File: config.mk
export PLATFORM = sky130hd
export DESIGN_NAME = gpio_port
export DESIGN_NICKNAME = d
export VERILOG_FILES = /design/src/rtl/gpio_pkg.sv /design/src/rtl/gpio_sync.sv /design/src/rtl/gpio_detect.sv /design/src/rtl/gpio_regs.sv /design/src/rtl/gpio_port.sv
export SDC_FILE = /design/constraint.sdc
export NUM_CORES = 1
export LEC_CHECK = 0
export ABC_CLOCK_PERIOD_IN_PS = 3400
export BUFFER_PORTS_ARGS = -buffer_cell sky130_fd_sc_hd__buf_2
export CELL_PAD_IN_SITES_DETAIL_PLACEMENT = 1
export CELL_PAD_IN_SITES_GLOBAL_PLACEMENT = 1
export CORE_MARGIN = 5
export CORE_UTILIZATION = 46
export DETAILED_ROUTE_END_ITERATION = 16
export HOLD_SLACK_MARGIN = 0.05
export PLACE_DENSITY_LB_ADDON = 0.1
export SYNTH_ARGS = -nofsm -noshare
export SYNTH_HDL_FRONTEND = slang
export SYNTH_SLANG_ARGS = --single-unit
File: constraint.sdc
create_clock -name clk -period 3.4 [get_ports clk]
set_clock_uncertainty 0.2 [all_clocks]
set_input_delay 0 -clock clk [delete_from_list [all_inputs] [get_ports clk]]
set_output_delay 0 -clock clk [all_outputs]
set_load 0.01 [all_outputs]
File: src/rtl/gpio_pkg.sv
package gpio_pkg;

    localparam int NPINS  = 32;
    localparam int HALF   = NPINS / 2;
    localparam int ADDR_W = 5;
    localparam int CODE_W = 2;

    typedef enum logic [CODE_W-1:0] {
        TRIG_LOW  = 2'd0,
        TRIG_HIGH = 2'd1,
        TRIG_RISE = 2'd2,
        TRIG_FALL = 2'd3
    } trig_e;

    localparam logic [ADDR_W-1:0] OFS_DATA   = 5'h00;
    localparam logic [ADDR_W-1:0] OFS_DIR    = 5'h04;
    localparam logic [ADDR_W-1:0] OFS_PAD    = 5'h08;
    localparam logic [ADDR_W-1:0] OFS_CFG_LO = 5'h0C;
    localparam logic [ADDR_W-1:0] OFS_CFG_HI = 5'h10;
    localparam logic [ADDR_W-1:0] OFS_MASK   = 5'h14;
    localparam logic [ADDR_W-1:0] OFS_STAT   = 5'h18;

    typedef struct packed {
        logic              wr;
        logic [ADDR_W-1:0] addr;
        logic [NPINS-1:0]  wdata;
    } bus_req_t;

    typedef struct packed {
        logic [NPINS-1:0] data;
        logic [NPINS-1:0] dir;
        logic [NPINS-1:0] cfg_lo;
        logic [NPINS-1:0] cfg_hi;
        logic [NPINS-1:0] mask;
        logic [NPINS-1:0] status;
    } port_regs_t;

    // Trigger code of pin n taken from the two packed config words.
    function automatic trig_e pin_trig(input logic [NPINS-1:0] lo,
                                       input logic [NPINS-1:0] hi,
                                       input int n);
        int base;
        base = CODE_W * (n % HALF);
        if (n < HALF) return trig_e'(lo[base +: CODE_W]);
        else          return trig_e'(hi[base +: CODE_W]);
    endfunction

endpackage

File: src/rtl/gpio_sync.sv
module gpio_sync #(
    parameter int W      = 32,
    parameter int STAGES = 2
) (
    input  logic         clk,
    input  logic         rst,
    input  logic [W-1:0] din,
    output logic [W-1:0] dout
);
    logic [W-1:0] chain [STAGES];

    for (genvar s = 0; s < STAGES; s++) begin : g_stage
        if (s == 0) begin : g_first
            always_ff @(posedge clk) begin
                if (rst) chain[s] <= '0;
                else     chain[s] <= din;
            end
        end else begin : g_next
            always_ff @(posedge clk) begin
                if (rst) chain[s] <= '0;
                else     chain[s] <= chain[s-1];
            end
        end
    end

    assign dout = chain[STAGES-1];
endmodule

File: src/rtl/gpio_detect.sv
module gpio_detect
    import gpio_pkg::*;
#(
    parameter int W = NPINS
) (
    input  logic         clk,
    input  logic         rst,
    input  logic [W-1:0] cur,
    input  logic [W-1:0] cfg_lo,
    input  logic [W-1:0] cfg_hi,
    output logic [W-1:0] set_vec
);
    logic [W-1:0] prev;

    always_ff @(posedge clk) begin
        if (rst) prev <= '0;
        else     prev <= cur;
    end

    for (genvar i = 0; i < W; i++) begin : g_pin
        trig_e code;
        assign code = pin_trig(cfg_lo, cfg_hi, i);
        always_comb begin
            unique case (code)
                TRIG_LOW:  set_vec[i] = ~cur[i];
                TRIG_HIGH: set_vec[i] =  cur[i];
                TRIG_RISE: set_vec[i] =  cur[i] & ~prev[i];
                TRIG_FALL: set_vec[i] = ~cur[i] &  prev[i];
                default:   set_vec[i] = 1'b0;
            endcase
        end
    end

    // an edge-mode detection only occurs when the sample changed
    a_r5_edge_needs_change: assert property (@(posedge clk) disable iff (rst)
        (set_vec & ~(cur ^ prev) & ~(cfg_level_mask(cfg_lo, cfg_hi))) == '0);

    function automatic logic [W-1:0] cfg_level_mask(input logic [W-1:0] lo,
                                                    input logic [W-1:0] hi);
        logic [W-1:0] m;
        for (int n = 0; n < W; n++)
            m[n] = (pin_trig(lo, hi, n) == TRIG_LOW) ||
                   (pin_trig(lo, hi, n) == TRIG_HIGH);
        return m;
    endfunction
endmodule

File: src/rtl/gpio_regs.sv
module gpio_regs
    import gpio_pkg::*;
(
    input  logic             clk,
    input  logic             rst,
    input  bus_req_t         req,
    input  logic [NPINS-1:0] pad,
    input  logic [NPINS-1:0] set_vec,
    output logic [NPINS-1:0] rdata,
    output port_regs_t       regs
);
    port_regs_t       q;
    logic [NPINS-1:0] clr;

    assign clr = (req.wr && req.addr == OFS_STAT) ? req.wdata : '0;

    always_ff @(posedge clk) begin
        if (rst) begin
            q <= '0;
        end else begin
            if (req.wr) begin
                case (req.addr)
                    OFS_DATA:   q.data   <= req.wdata;
                    OFS_DIR:    q.dir    <= req.wdata;
                    OFS_CFG_LO: q.cfg_lo <= req.wdata;
                    OFS_CFG_HI: q.cfg_hi <= req.wdata;
                    OFS_MASK:   q.mask   <= req.wdata;
                    default:    ;
                endcase
            end
            // detection has priority over the clear
            q.status <= (q.status & ~clr) | set_vec;
        end
    end

    always_comb begin
        case (req.addr)
            OFS_DATA:   rdata = q.data;
            OFS_DIR:    rdata = q.dir;
            OFS_PAD:    rdata = pad;
            OFS_CFG_LO: rdata = q.cfg_lo;
            OFS_CFG_HI: rdata = q.cfg_hi;
            OFS_MASK:   rdata = q.mask;
            OFS_STAT:   rdata = q.status;
            default:    rdata = '0;
        endcase
    end

    assign regs = q;

    // cleared bits without a concurrent detection are zero afterwards
    a_r7_w1c_clears: assert property (@(posedge clk) disable iff (rst)
        (req.wr && req.addr == OFS_STAT) |=>
        ((q.status & $past(req.wdata & ~set_vec)) == '0));

    // without a status write no bit ever falls
    a_r7_sticky: assert property (@(posedge clk) disable iff (rst)
        !(req.wr && req.addr == OFS_STAT) |=>
        (($past(q.status) & ~q.status) == '0));

    // a detection always lands, whatever the bus does
    a_r8_set_wins: assert property (@(posedge clk) disable iff (rst)
        (set_vec != '0) |=> ((q.status & $past(set_vec)) == $past(set_vec)));
endmodule

File: src/rtl/gpio_port.sv
module gpio_port
    import gpio_pkg::*;
#(
    parameter int SYNC_STAGES = 2
) (
    input  logic              clk,
    input  logic              rst,
    input  logic              bus_wr,
    input  logic [ADDR_W-1:0] bus_addr,
    input  logic [NPINS-1:0]  bus_wdata,
    output logic [NPINS-1:0]  bus_rdata,
    input  logic [NPINS-1:0]  pin_in,
    output logic [NPINS-1:0]  pin_out,
    output logic [NPINS-1:0]  pin_oe,
    output logic              irq_lo,
    output logic              irq_hi,
    output logic              irq_any
);
    bus_req_t         req;
    port_regs_t       regs;
    logic [NPINS-1:0] pad;
    logic [NPINS-1:0] set_vec;
    logic [NPINS-1:0] pending;

    assign req = '{wr: bus_wr, addr: bus_addr, wdata: bus_wdata};

    gpio_sync #(.W(NPINS), .STAGES(SYNC_STAGES)) u_sync (
        .clk(clk), .rst(rst), .din(pin_in), .dout(pad)
    );

    gpio_detect #(.W(NPINS)) u_detect (
        .clk(clk), .rst(rst), .cur(pad),
        .cfg_lo(regs.cfg_lo), .cfg_hi(regs.cfg_hi), .set_vec(set_vec)
    );

    gpio_regs u_regs (
        .clk(clk), .rst(rst), .req(req), .pad(pad), .set_vec(set_vec),
        .rdata(bus_rdata), .regs(regs)
    );

    assign pending = regs.status & regs.mask;
    assign irq_lo  = |pending[HALF-1:0];
    assign irq_hi  = |pending[NPINS-1:HALF];
    assign irq_any = irq_lo | irq_hi;
    assign pin_out = regs.data;
    assign pin_oe  = regs.dir;

    // with every enable off no interrupt line rises
    a_r9_masked_quiet: assert property (@(posedge clk) disable iff (rst)
        (regs.mask == '0) |-> !irq_any);

    // an interrupt line implies some enabled status bit in its half
    a_r9_hi_source: assert property (@(posedge clk) disable iff (rst)
        irq_hi |-> ((regs.status[NPINS-1:HALF] & regs.mask[NPINS-1:HALF]) != '0));
endmodule

==> results.py, run 1 <==
metrics = {
    "placed_design": {
        "port_buffers": 170,
        "gp_congestion": 0.926,
        "placed_cell_area_um2": 13400,
        "dp_hpwl_um": 31900,
    },
    "cts": {
        "cts_made_buffers": 31,
        "post_cts_buffers": 0,
        "cts_max_level": 1,
        "cts_resized": 0,
        "path_clk_slew_ns": 0.06,
        "clockBufferDepth": 3,
        "clock_sinks": 288,
        "cts-root-buf": "clkbuf_16",
        "insertion_delay_ns": 0.56,
        "ctsHoldBuffers": 119,
        "cts_tree": "built",
    },
    "logic_synthesis": {
        "synth_fp_nets": 1604,
        "synth-seq-area-share_pct": 45.2,
        "yosysUniqueCellTypes": 33,
        "synth_top_area_share_pct": 45.2,
        "synthTopCellsByArea": "dfxtp_1 (45%), nand2_1 (9.6%), a21oi_1 (7.6%)",
        "syn-cell-area_um2": 12800,
        "synth.ff_latch_count": 288,
        "yosysTopAreaCell": "dfxtp_1",
        "syn_area_per_cell_um2": 8.33,
        "yosys_warnings": 0,
        "synth_cells": 1532,
    },
    "layout": {
        "final_common_cell": "nand2_1",
        "area_delta_synth_final_pct": 22.2,
        "n_antenna_cell": 0,
        "multiInputGateArea_um2": 5970,
        "fillers": 3253,
        "drive_above_1_share_pct": 15.3,
        "regArea_um2": 5770,
        "final_cell_mix": "nand2_1 (328), dfxtp_1 (288), a21oi_1 (195), buf_2 (169), dlygate4sd3_1 (119)",
        "nNetsFinal": 1793,
        "final_cell_area_um2": 15600,
    },
    "sta": {
        "rsz0062_at_grt": "false",
        "setup_viol_count_final": 0,
        "fin_crit_sh_pct": 80.0,
        "relSlewSlack_pct": 40.2,
        "worstMarginPinSlew_ns": 0.894,
        "fmax_mhz": 367,
        "tns_ns": 0,
        "hold_violations": 0,
        "drv_slew": 0,
        "fin_crit_ns": 2.72,
    },
    "floorplan": {
        "start_util_pct": 46.3,
        "rows": 61,
        "core-area_um2": 27600,
        "boundaryPins": 171,
        "dieArea_um2": 31200,
        "die_x_um": 177,
        "die_h_um": 177,
    },
    "min_path": {
        "hold_class": "input pin to flip-flop",
    },
    "critical_path": {
        "crit_start": "bus_addr[3]",
        "reg2reg_from": "u_sync.chain[1][17]",
        "cp-start-kind": "input pin",
        "r2r_end": "u_regs.regs[17]",
        "required_ns": 3.20,
        "cp_max_fo": 16,
        "crit_path_end": "bus_rdata[9]",
        "r2r_slack_ns": 1.87,
        "rr_worst_depth": 3,
        "endpoint_kind": "primary output",
        "arrival_ns": 2.52,
        "path_class": "input pin to primary output",
    },
    "route": {
        "num_vias": 12000,
        "first_iter_violations": 1000,
        "wl_per_cell_um": 22.6,
        "drt_wl_total_um": 47900,
        "vias_per_cell": 5.67,
        "drc": 0,
        "firstDrtPassIters": 5,
        "antenna_left": 0,
    },
    "job": {
        "max_cap_viol_count": 0,
    },
    "power": {
        "seqPwrFrac_pct": 47.2,
        "p_int_w": 0.00573,
        "pwr-share-clk_pct": 45.5,
        "peakVddDrop_mv": 0.317,
        "leakage_nw": 6.20,
        "sw_frac_of_total_pct": 23.9,
        "combPwrFrac_pct": 7.3,
        "p_per_area_nw_per_um2": 483,
        "switching_power_w": 0.00180,
    },
    "grt": {
        "grt_max_degree": 126,
        "grt_pass1_wl_um": 71800,
        "grt_pass1_vias": 11900,
        "grt_overflow": 0,
        "antenna_found_initial": 0,
        "grt_util_all_layers_pct": 29.7,
    },
    "run_status": {
        "status": "complete, no violations",
    },
}
==> area by class of cell <==
| cell class | count | area share (%) |
|---|---|---|
| multi-input cells | 1055 | 38.3 |
| clock buffers | 41 | 5.60 |
| inverters | 33 | 0.794 |
| well taps | 378 | 3.03 |
| flip-flops and latches | 288 | 37.0 |
| clock inverters | 15 | 1.00 |
| repair buffers | 312 | 14.3 |
==> cells in the mapped netlist <==
master / count
nor2b_1: 98
o21ai_0: 94
nor2_1: 19
and2_0: 1
clkbuf_1: 58
mux2i_1: 80
dfxtp_1: 288
inv_1: 33
buf_2: 26
buf_6: 4
xor2_1: 2
a211o_1: 16
a221oi_1: 8
nand2b_1: 32
a22o_1: 8
nand4_1: 3
nor4_4: 1
nand3_1: 33
and4_1: 1
or2_2: 1
nor2_2: 2
a221o_1: 15
nand2_1: 328
buf_4: 68
and3_1: 3
mux2_2: 16
o22ai_1: 31
o221ai_1: 1
and2_1: 1
a21oi_1: 195
nor3_1: 1
nand3b_1: 63
nor4b_2: 2
==> worst max-delay path: stages <==
cell and delay (ns):
dlygate4sd3_1 0.55, buf_2 0.20, nor3_1 0.36, nand2_1 0.62
o22ai_1 0.50, a211o_1 0.16, buf_2 0.12
==> cells by family (layout without fill, tap and decap cells) <==
| logic type | count (synthesis) | in the layout | synth area share, % |
|---|---|---|---|
| buffers and inverters | 189 | 401 | 8.05 |
| AO/OA/AOI/OAI | 368 | 368 | 16.3 |
| multiplexers | 96 | 96 | 7.69 |
| flip-flops | 288 | 288 | 45.2 |
| AND/OR/NAND/NOR | 589 | 589 | 22.6 |
| XOR/XNOR | 2 | 2 | 0.137 |
==> metrics by stage <==
| stage | std cells | hold WS [ns] | setup WS [ns] | power (W) | util (%) |
|---|---|---|---|---|---|
| finish | 2122 | 0.0860 | 0.679 | 0.00753 | 56.6 |
| global route | 2122 | 0.113 | 0.550 | 0.00775 | 56.6 |
| CTS | 2122 | 0.0665 | 0.728 | 0.00755 | 56.6 |
| detailed placement | 1947 | 0.0142 | 1.14 | 0.00405 | 48.5 |
| global placement | 1947 | 0.00769 | 1.21 | 0.00404 | 48.5 |
| floorplan | 1532 | -0.0718 | 1.93 | 0.00384 | - |
==> power groups by stage <==
stage	clock, W	combinational [W]	sequential [W]
global placement	0	0.000420	0.00362
global route	0.00360	0.000592	0.00356
detailed placement	0	0.000429	0.00362
CTS	0.00347	0.000534	0.00354
finish	0.00343	0.000552	0.00355
floorplan	0	0.000264	0.00358
==> registers in the layout (all words and copies together) (netlist names) <==
| signal | cells |
|---|---|
| u_detect.prev | 32 |
| u_regs.regs | 192 |
| u_sync.chain | 64 |
==> how the worst min path moves through the flow <==
| stage | startpoint | to | slack, ns | cells after the start |
|---|---|---|---|---|
| after floorplan | pin_in[0] | u_sync.chain[0][0] | -0.07 | 1 |
| after global placement | pin_in[14] | u_sync.chain[0][14] | 0.008 | 2 |
| after detailed placement | pin_in[25] | u_sync.chain[0][25] | 0.01 | 2 |
| after CTS | bus_addr[2] | u_regs.regs[139] | 0.07 | 5 |
| after global routing | bus_wdata[26] | u_regs.regs[90] | 0.11 | 4 |
| final | bus_addr[2] | u_regs.regs[139] | 0.09 | 5 |
==> layer usage <==
layer  GRT usage [%]  routed length, µm
met3            6.47               4220
met1            41.6              21200
met4            7.61               1270
met5               0                  0
met2            47.0              21200
Power figures use the tool's default switching activity.
==> inputs of run 2 (changes only) <==
--- a/config.mk
+++ b/config.mk
@@ -5,12 +5,12 @@
 export SDC_FILE = /design/constraint.sdc
 export NUM_CORES = 1
 export LEC_CHECK = 0
-export ABC_CLOCK_PERIOD_IN_PS = 3400
+export ABC_CLOCK_PERIOD_IN_PS = 2530
 export BUFFER_PORTS_ARGS = -buffer_cell sky130_fd_sc_hd__buf_2
 export CELL_PAD_IN_SITES_DETAIL_PLACEMENT = 1
 export CELL_PAD_IN_SITES_GLOBAL_PLACEMENT = 1
 export CORE_MARGIN = 5
-export CORE_UTILIZATION = 46
+export CORE_UTILIZATION = 43
 export DETAILED_ROUTE_END_ITERATION = 16
 export HOLD_SLACK_MARGIN = 0.05
 export PLACE_DENSITY_LB_ADDON = 0.1
==> constraint.sdc (replaced) <==
create_clock -name clk -period 2.53 [get_ports clk]
set_clock_uncertainty 0.2 [all_clocks]
set_input_delay 0 -clock clk [delete_from_list [all_inputs] [get_ports clk]]
set_output_delay 0 -clock clk [all_outputs]
set_load 0.01 [all_outputs]
==> run 2 against run 1 <==
Effect of this change: sequential cell count unchanged; final area increased by 2.9%; register-to-register slack got worse by 0.77 ns; clock-buffer cell count unchanged; die area increased by 6.6%; critical path type is now flip-flop to primary output; sequential share of layout area decreased by 1.0 points; via count increased by 0.34%; total power increased by 39%; largest power group is now clock; sequential power increased by 34%; utilization decreased by 2.2 points.
==> results.py, run 2 (synthesis results as in run 1) <==
metrics = {
    "sta": {
        "fin_crit_ns": 2.41,
        "fmax_mhz": 415,
        "hold_violations": 0,
        "drv_slew": 0,
        "worstMarginPinSlew_ns": 1.09,
        "fin_crit_sh_pct": 95.3,
        "finalWorstSetupSlack_ns": 0.118,
        "whs_ns": 0.109,
        "rsz0062_at_grt": "false",
        "setup_viol_count_final": 0,
        "relSlewSlack_pct": 27.3,
        "tns_ns": 0,
    },
    "route": {
        "drc": 0,
        "wl_per_cell_um": 22.4,
        "firstDrtPassIters": 5,
        "antenna_left": 0,
        "num_vias": 12100,
        "vias_per_cell": 5.57,
        "first_iter_violations": 871,
        "drt_wl_total_um": 48500,
    },
    "critical_path": {
        "crit_path_top_delay_cell": "dfxtp_1",
        "path_class": "flip-flop to primary output",
        "rr_worst_depth": 3,
        "endpoint_kind": "primary output",
        "max_stage_delay_ns": 0.36,
        "reg2reg_from": "u_regs.regs[191]",
        "arrival_ns": 2.21,
        "required_ns": 2.33,
        "cp-start-kind": "flip-flop",
        "r2r_end": "u_regs.regs[191]",
        "cp_max_fo": 3,
        "r2r_slack_ns": 1.10,
        "path_cells": "a22o_1, a221oi_1, nand4_1, or2_2, buf_2",
    },
    "power": {
        "pwr-share-clk_pct": 47.0,
        "switching_power_w": 0.00247,
        "p_per_area_nw_per_um2": 652,
        "sw_frac_of_total_pct": 23.6,
        "p_int_w": 0.00799,
        "peakVddDrop_mv": 0.421,
        "combPwrFrac_pct": 7.4,
        "leakage_nw": 6.40,
        "seqPwrFrac_pct": 45.6,
    },
    "min_path": {
        "min_to": "u_regs.regs[98]",
        "hold_class": "input pin to flip-flop",
        "min-delay-start": "bus_wdata[2]",
        "hold_path_depth": 4,
    },
    "grt": {
        "grt_max_degree": 106,
        "grt_pass1_wl_um": 73400,
        "grt_overflow": 0,
        "grt_pass1_vias": 12300,
        "grt_util_all_layers_pct": 28.3,
        "antenna_found_initial": 0,
    },
    "layout": {
        "nNetsFinal": 1822,
        "drive_above_1_share_pct": 15.6,
        "utilization_pct": 54.4,
        "n_antenna_cell": 0,
        "largest_register_ffs": 192,
        "area_delta_synth_final_pct": 25.7,
        "final_cell_mix": "nand2_1 (328), dfxtp_1 (288), a21oi_1 (195), buf_2 (169), dlygate4sd3_1 (143)",
        "final_common_cell": "nand2_1",
    },
    "floorplan": {
        "dieArea_um2": 33200,
        "die_h_um": 182,
        "rows": 63,
        "die_x_um": 182,
        "core-area_um2": 29500,
        "boundaryPins": 171,
        "start_util_pct": 43.3,
    },
    "cts": {
        "cts_made_buffers": 31,
        "insertion_delay_ns": 0.57,
        "clockBufferDepth": 3,
        "cts_max_level": 1,
        "cts_tree": "built",
        "clock_sinks": 288,
        "cts-root-buf": "clkbuf_16",
        "path_clk_slew_ns": 0.06,
    },
    "run_status": {
        "status": "complete, no violations",
    },
    "placed_design": {
        "gp_congestion": 0.905,
        "dp_slack_ns": 0.458,
        "port_buffers": 170,
        "dp_hpwl_um": 32500,
    },
    "job": {
        "max_cap_viol_count": 0,
    },
}
[run 2: changes by cell type in the layout (fill, tap and decap cells not counted)]
cell,before,now
dlygate4sd3_1,119,143
buf_12,1,6
bufinv_16,3,5
clkbuf_1,4,2
clkbuf_8,7,9
a221oi_1,8,7
a221oi_2,0,1
and2_0,1,0
and2_1,1,2
clkinv_2,10,9
clkinv_4,0,1
[run 2: critical path, delay by kind of cell (launching register included)]
family                 cells  cell delay (ns)
buffers and inverters      1             0.14
AND/OR/NAND/NOR            2             0.56
AO/OA/AOI/OAI              2             0.58
flip-flops                 1             0.36
[run 2: cell type report]
class / instances / area, µm²
clock buffers: 41 / 893
clock inverters: 17 / 220
fillers: 3476 / 13400
inverters: 33 / 124
multi-input cells: 1055 / 5970
flip-flops and latches: 288 / 5770
well taps: 390 / 488
repair buffers: 341 / 2580
[run 2: power groups by stage]
stage	Sequential, W	Combinational [W]	Clock, W
CTS	0.00476	0.000755	0.00496
detailed placement	0.00486	0.000594	0
finish	0.00477	0.000773	0.00492
floorplan	0.00481	0.000355	0
global route	0.00478	0.000834	0.00518
global placement	0.00486	0.000581	0
[run 2: metrics by stage]
stage | power, W | instances | area, µm²
floorplan | 0.00516 | 1532 | 12800
global placement | 0.00544 | 1962 | 13500
detailed placement | 0.00546 | 1962 | 13500
CTS | 0.0105 | 2165 | 16000
global route | 0.0108 | 2165 | 16000
finish | 0.0105 | 2165 | 16000
[run 2: timing repair]
action,4_1_cts,5_1_grt
pin swaps,1,0
endpoints found under the setup margin,1,1
hold endpoints to repair,264,0
hold buffers,143,0
resized for setup,0,1
buffers inserted,2,0
[run 2: worst max-delay path by stage]
stage                          startpoint      end  slack [ns]  depth (start not counted)
final                     u_regs.regs[29]  irq_any        0.12                          5
after detailed placement  u_regs.regs[15]  irq_any        0.46                          5
after global routing      u_regs.regs[50]  irq_any        0.09                          5
after global placement    u_regs.regs[15]  irq_any        0.46                          5
after floorplan           u_regs.regs[27]  irq_any        1.06                          4
after CTS                 u_regs.regs[15]  irq_any        0.07                          6
[run 2: layer usage]
metal  vias to the layer above  part of all wire, %  track usage, %  wire (µm)
li1                       5587                    -               -          -
met1                      6012                   46            39.4      22100
met2                       404                   45            45.6      21800
met3                        60                  7.5            5.90       3640
met4                         0                  1.9            6.21        907
met5                         -                    0               0          0
==> inputs of run 3 (changes only) <==
--- a/config.mk
+++ b/config.mk
@@ -10,7 +10,7 @@
 export CELL_PAD_IN_SITES_DETAIL_PLACEMENT = 1
 export CELL_PAD_IN_SITES_GLOBAL_PLACEMENT = 1
 export CORE_MARGIN = 5
-export CORE_UTILIZATION = 43
+export CORE_UTILIZATION = 35
 export DETAILED_ROUTE_END_ITERATION = 16
 export HOLD_SLACK_MARGIN = 0.05
 export PLACE_DENSITY_LB_ADDON = 0.1
==> run 3 against run 2 <==
Effect of this change: via count shrank 2.2%; first-iteration DRC count shrank 3.3%; setup slack lost 0.079 ns; combinational power shrank 1%; fmax shrank 3.2%; sequential share of layout area grew 0.13 points; cell count grew 3.1%; highest routed layer is now met5.
==> results.py, run 3 (synthesis results as in run 1) <==
metrics = {
    "run_status": {
        "status": "complete, no violations",
    },
    "grt": {
        "grt_pass1_wl_um": 75200,
        "grt_max_degree": 96,
        "grt_util_all_layers_pct": 24.0,
        "antenna_found_initial": 1,
        "grt_pass1_vias": 11700,
        "grt_overflow": 0,
    },
    "critical_path": {
        "rr_worst_depth": 3,
        "endpoint_kind": "primary output",
        "crit_start": "u_regs.regs[27]",
        "required_ns": 2.33,
        "reg2reg_from": "u_regs.regs[118]",
        "max_stage_delay_ns": 0.36,
        "path_class": "flip-flop to primary output",
        "r2r_end": "u_regs.regs[118]",
        "cp_max_fo": 3,
        "crit_path_top_delay_cell": "dfxtp_1",
        "path_cells": "a22o_1, a221oi_1, nand4_1, or2_2, buf_2",
        "arrival_ns": 2.29,
        "r2r_slack_ns": 1.03,
        "cp-start-kind": "flip-flop",
        "crit_path_end": "irq_any",
    },
    "cts": {
        "path_clk_slew_ns": 0.06,
        "clockBufferDepth": 3,
        "cts_max_level": 2,
        "insertion_delay_ns": 0.52,
        "cts-root-buf": "clkbuf_16",
        "cts_made_buffers": 35,
        "clock_sinks": 288,
        "cts_resized": 0,
        "cts_tree": "built",
    },
    "layout": {
        "instances_no_fill": 2233,
        "nNetsFinal": 1810,
        "final_common_cell": "nand2_1",
        "utilization_pct": 44.1,
        "multiInputGateArea_um2": 5970,
        "area_delta_synth_final_pct": 25.3,
        "drive_above_1_share_pct": 15.6,
        "regArea_um2": 5770,
        "fillers": 4311,
        "largest_register_ffs": 192,
        "final_cell_area_um2": 16000,
        "n_antenna_cell": 0,
        "final_cell_mix": "nand2_1 (328), dfxtp_1 (288), a21oi_1 (195), buf_2 (169), dlygate4sd3_1 (127)",
    },
    "sta": {
        "hold_violations": 0,
        "fin_crit_sh_pct": 98.5,
        "rsz0062_at_grt": "false",
        "relSlewSlack_pct": 21.5,
        "setup_viol_count_final": 0,
        "worstMarginPinSlew_ns": 1.18,
        "tns_ns": 0,
        "drv_slew": 0,
        "fmax_mhz": 401,
        "fin_crit_ns": 2.49,
    },
    "job": {
        "max_cap_viol_count": 0,
    },
    "floorplan": {
        "start_util_pct": 35.2,
        "core-area_um2": 36300,
        "rows": 70,
        "die_x_um": 201,
        "die_h_um": 201,
        "dieArea_um2": 40400,
        "boundaryPins": 171,
    },
    "min_path": {
        "hold_class": "input pin to flip-flop",
        "min-delay-start": "bus_addr[3]",
    },
    "route": {
        "wl_per_cell_um": 22.6,
        "drt_wl_total_um": 50400,
        "firstDrtPassIters": 5,
        "num_vias": 11800,
        "vias_per_cell": 5.28,
        "drc": 0,
        "first_iter_violations": 842,
        "antenna_left": 0,
    },
    "placed_design": {
        "dp_hpwl_um": 34800,
        "dp_cells": 2041,
        "gp_congestion": 0.851,
        "port_buffers": 170,
        "placed_cell_area_um2": 13600,
    },
    "power": {
        "p_per_area_nw_per_um2": 658,
        "leakage_nw": 6.34,
        "peakVddDrop_mv": 0.376,
    },
}
-- run 3: final cells by class --
| cell class | instances | share of cell area, % |
|---|---|---|
| clock buffers | 51 | 6.43 |
| multi-input cells | 1055 | 37.3 |
| flip-flops and latches | 288 | 36.1 |
| clock inverters | 13 | 0.673 |
| repair buffers | 325 | 15.0 |
| well taps | 468 | 3.66 |
| inverters | 33 | 0.775 |
-- run 3: power by group --
group	internal, W	leakage, nW	switching (W)
clock	0.00294	0.564	0.00203
sequential	0.00465	2.35	0.000125
combinational	0.000350	3.42	0.000414
total	0.00794	6.34	0.00257
-- run 3: per-layer routing --
metal  share of wire, %  track usage, %
met5              0.024               0
met2                 43            36.3
met4                2.0            5.75
met3                5.7            4.07
met1                 49            35.7
-- run 3: worst max-delay path, delay by kind of cell (launching register included) --
family,cells,cell delay [ns]
and+or+nand+nor,2,0.65
AOI/OAI and AO/OA,2,0.62
DFF,1,0.36
buffers and inverters,1,0.14
-- run 3: through the flow --
stage	total power, W	worst slack [ns]	hold WS (ns)
global placement	0.00547	0.467	0.00704
finish	0.0105	0.0385	0.116
global route	0.0109	0.0238	0.157
floorplan	0.00516	1.06	-0.0718
CTS	0.0106	0.0891	0.0981
detailed placement	0.00548	0.420	0.0158
-- run 3: worst min path at each step --
stage                                      to  cells past startpoint
after global routing          u_regs.regs[99]                      5
after floorplan            u_sync.chain[0][0]                      1
after detailed placement  u_sync.chain[0][10]                      2
after global placement    u_sync.chain[0][12]                      2
after CTS                    u_regs.regs[114]                      5
final                        u_regs.regs[116]                      5
-- run 3: what timing repair did --
item	CTS	global route
endpoints found under the hold margin	274	0
setup buffers	1	0
hold buffers	127	0
endpoints found under the setup margin	1	0
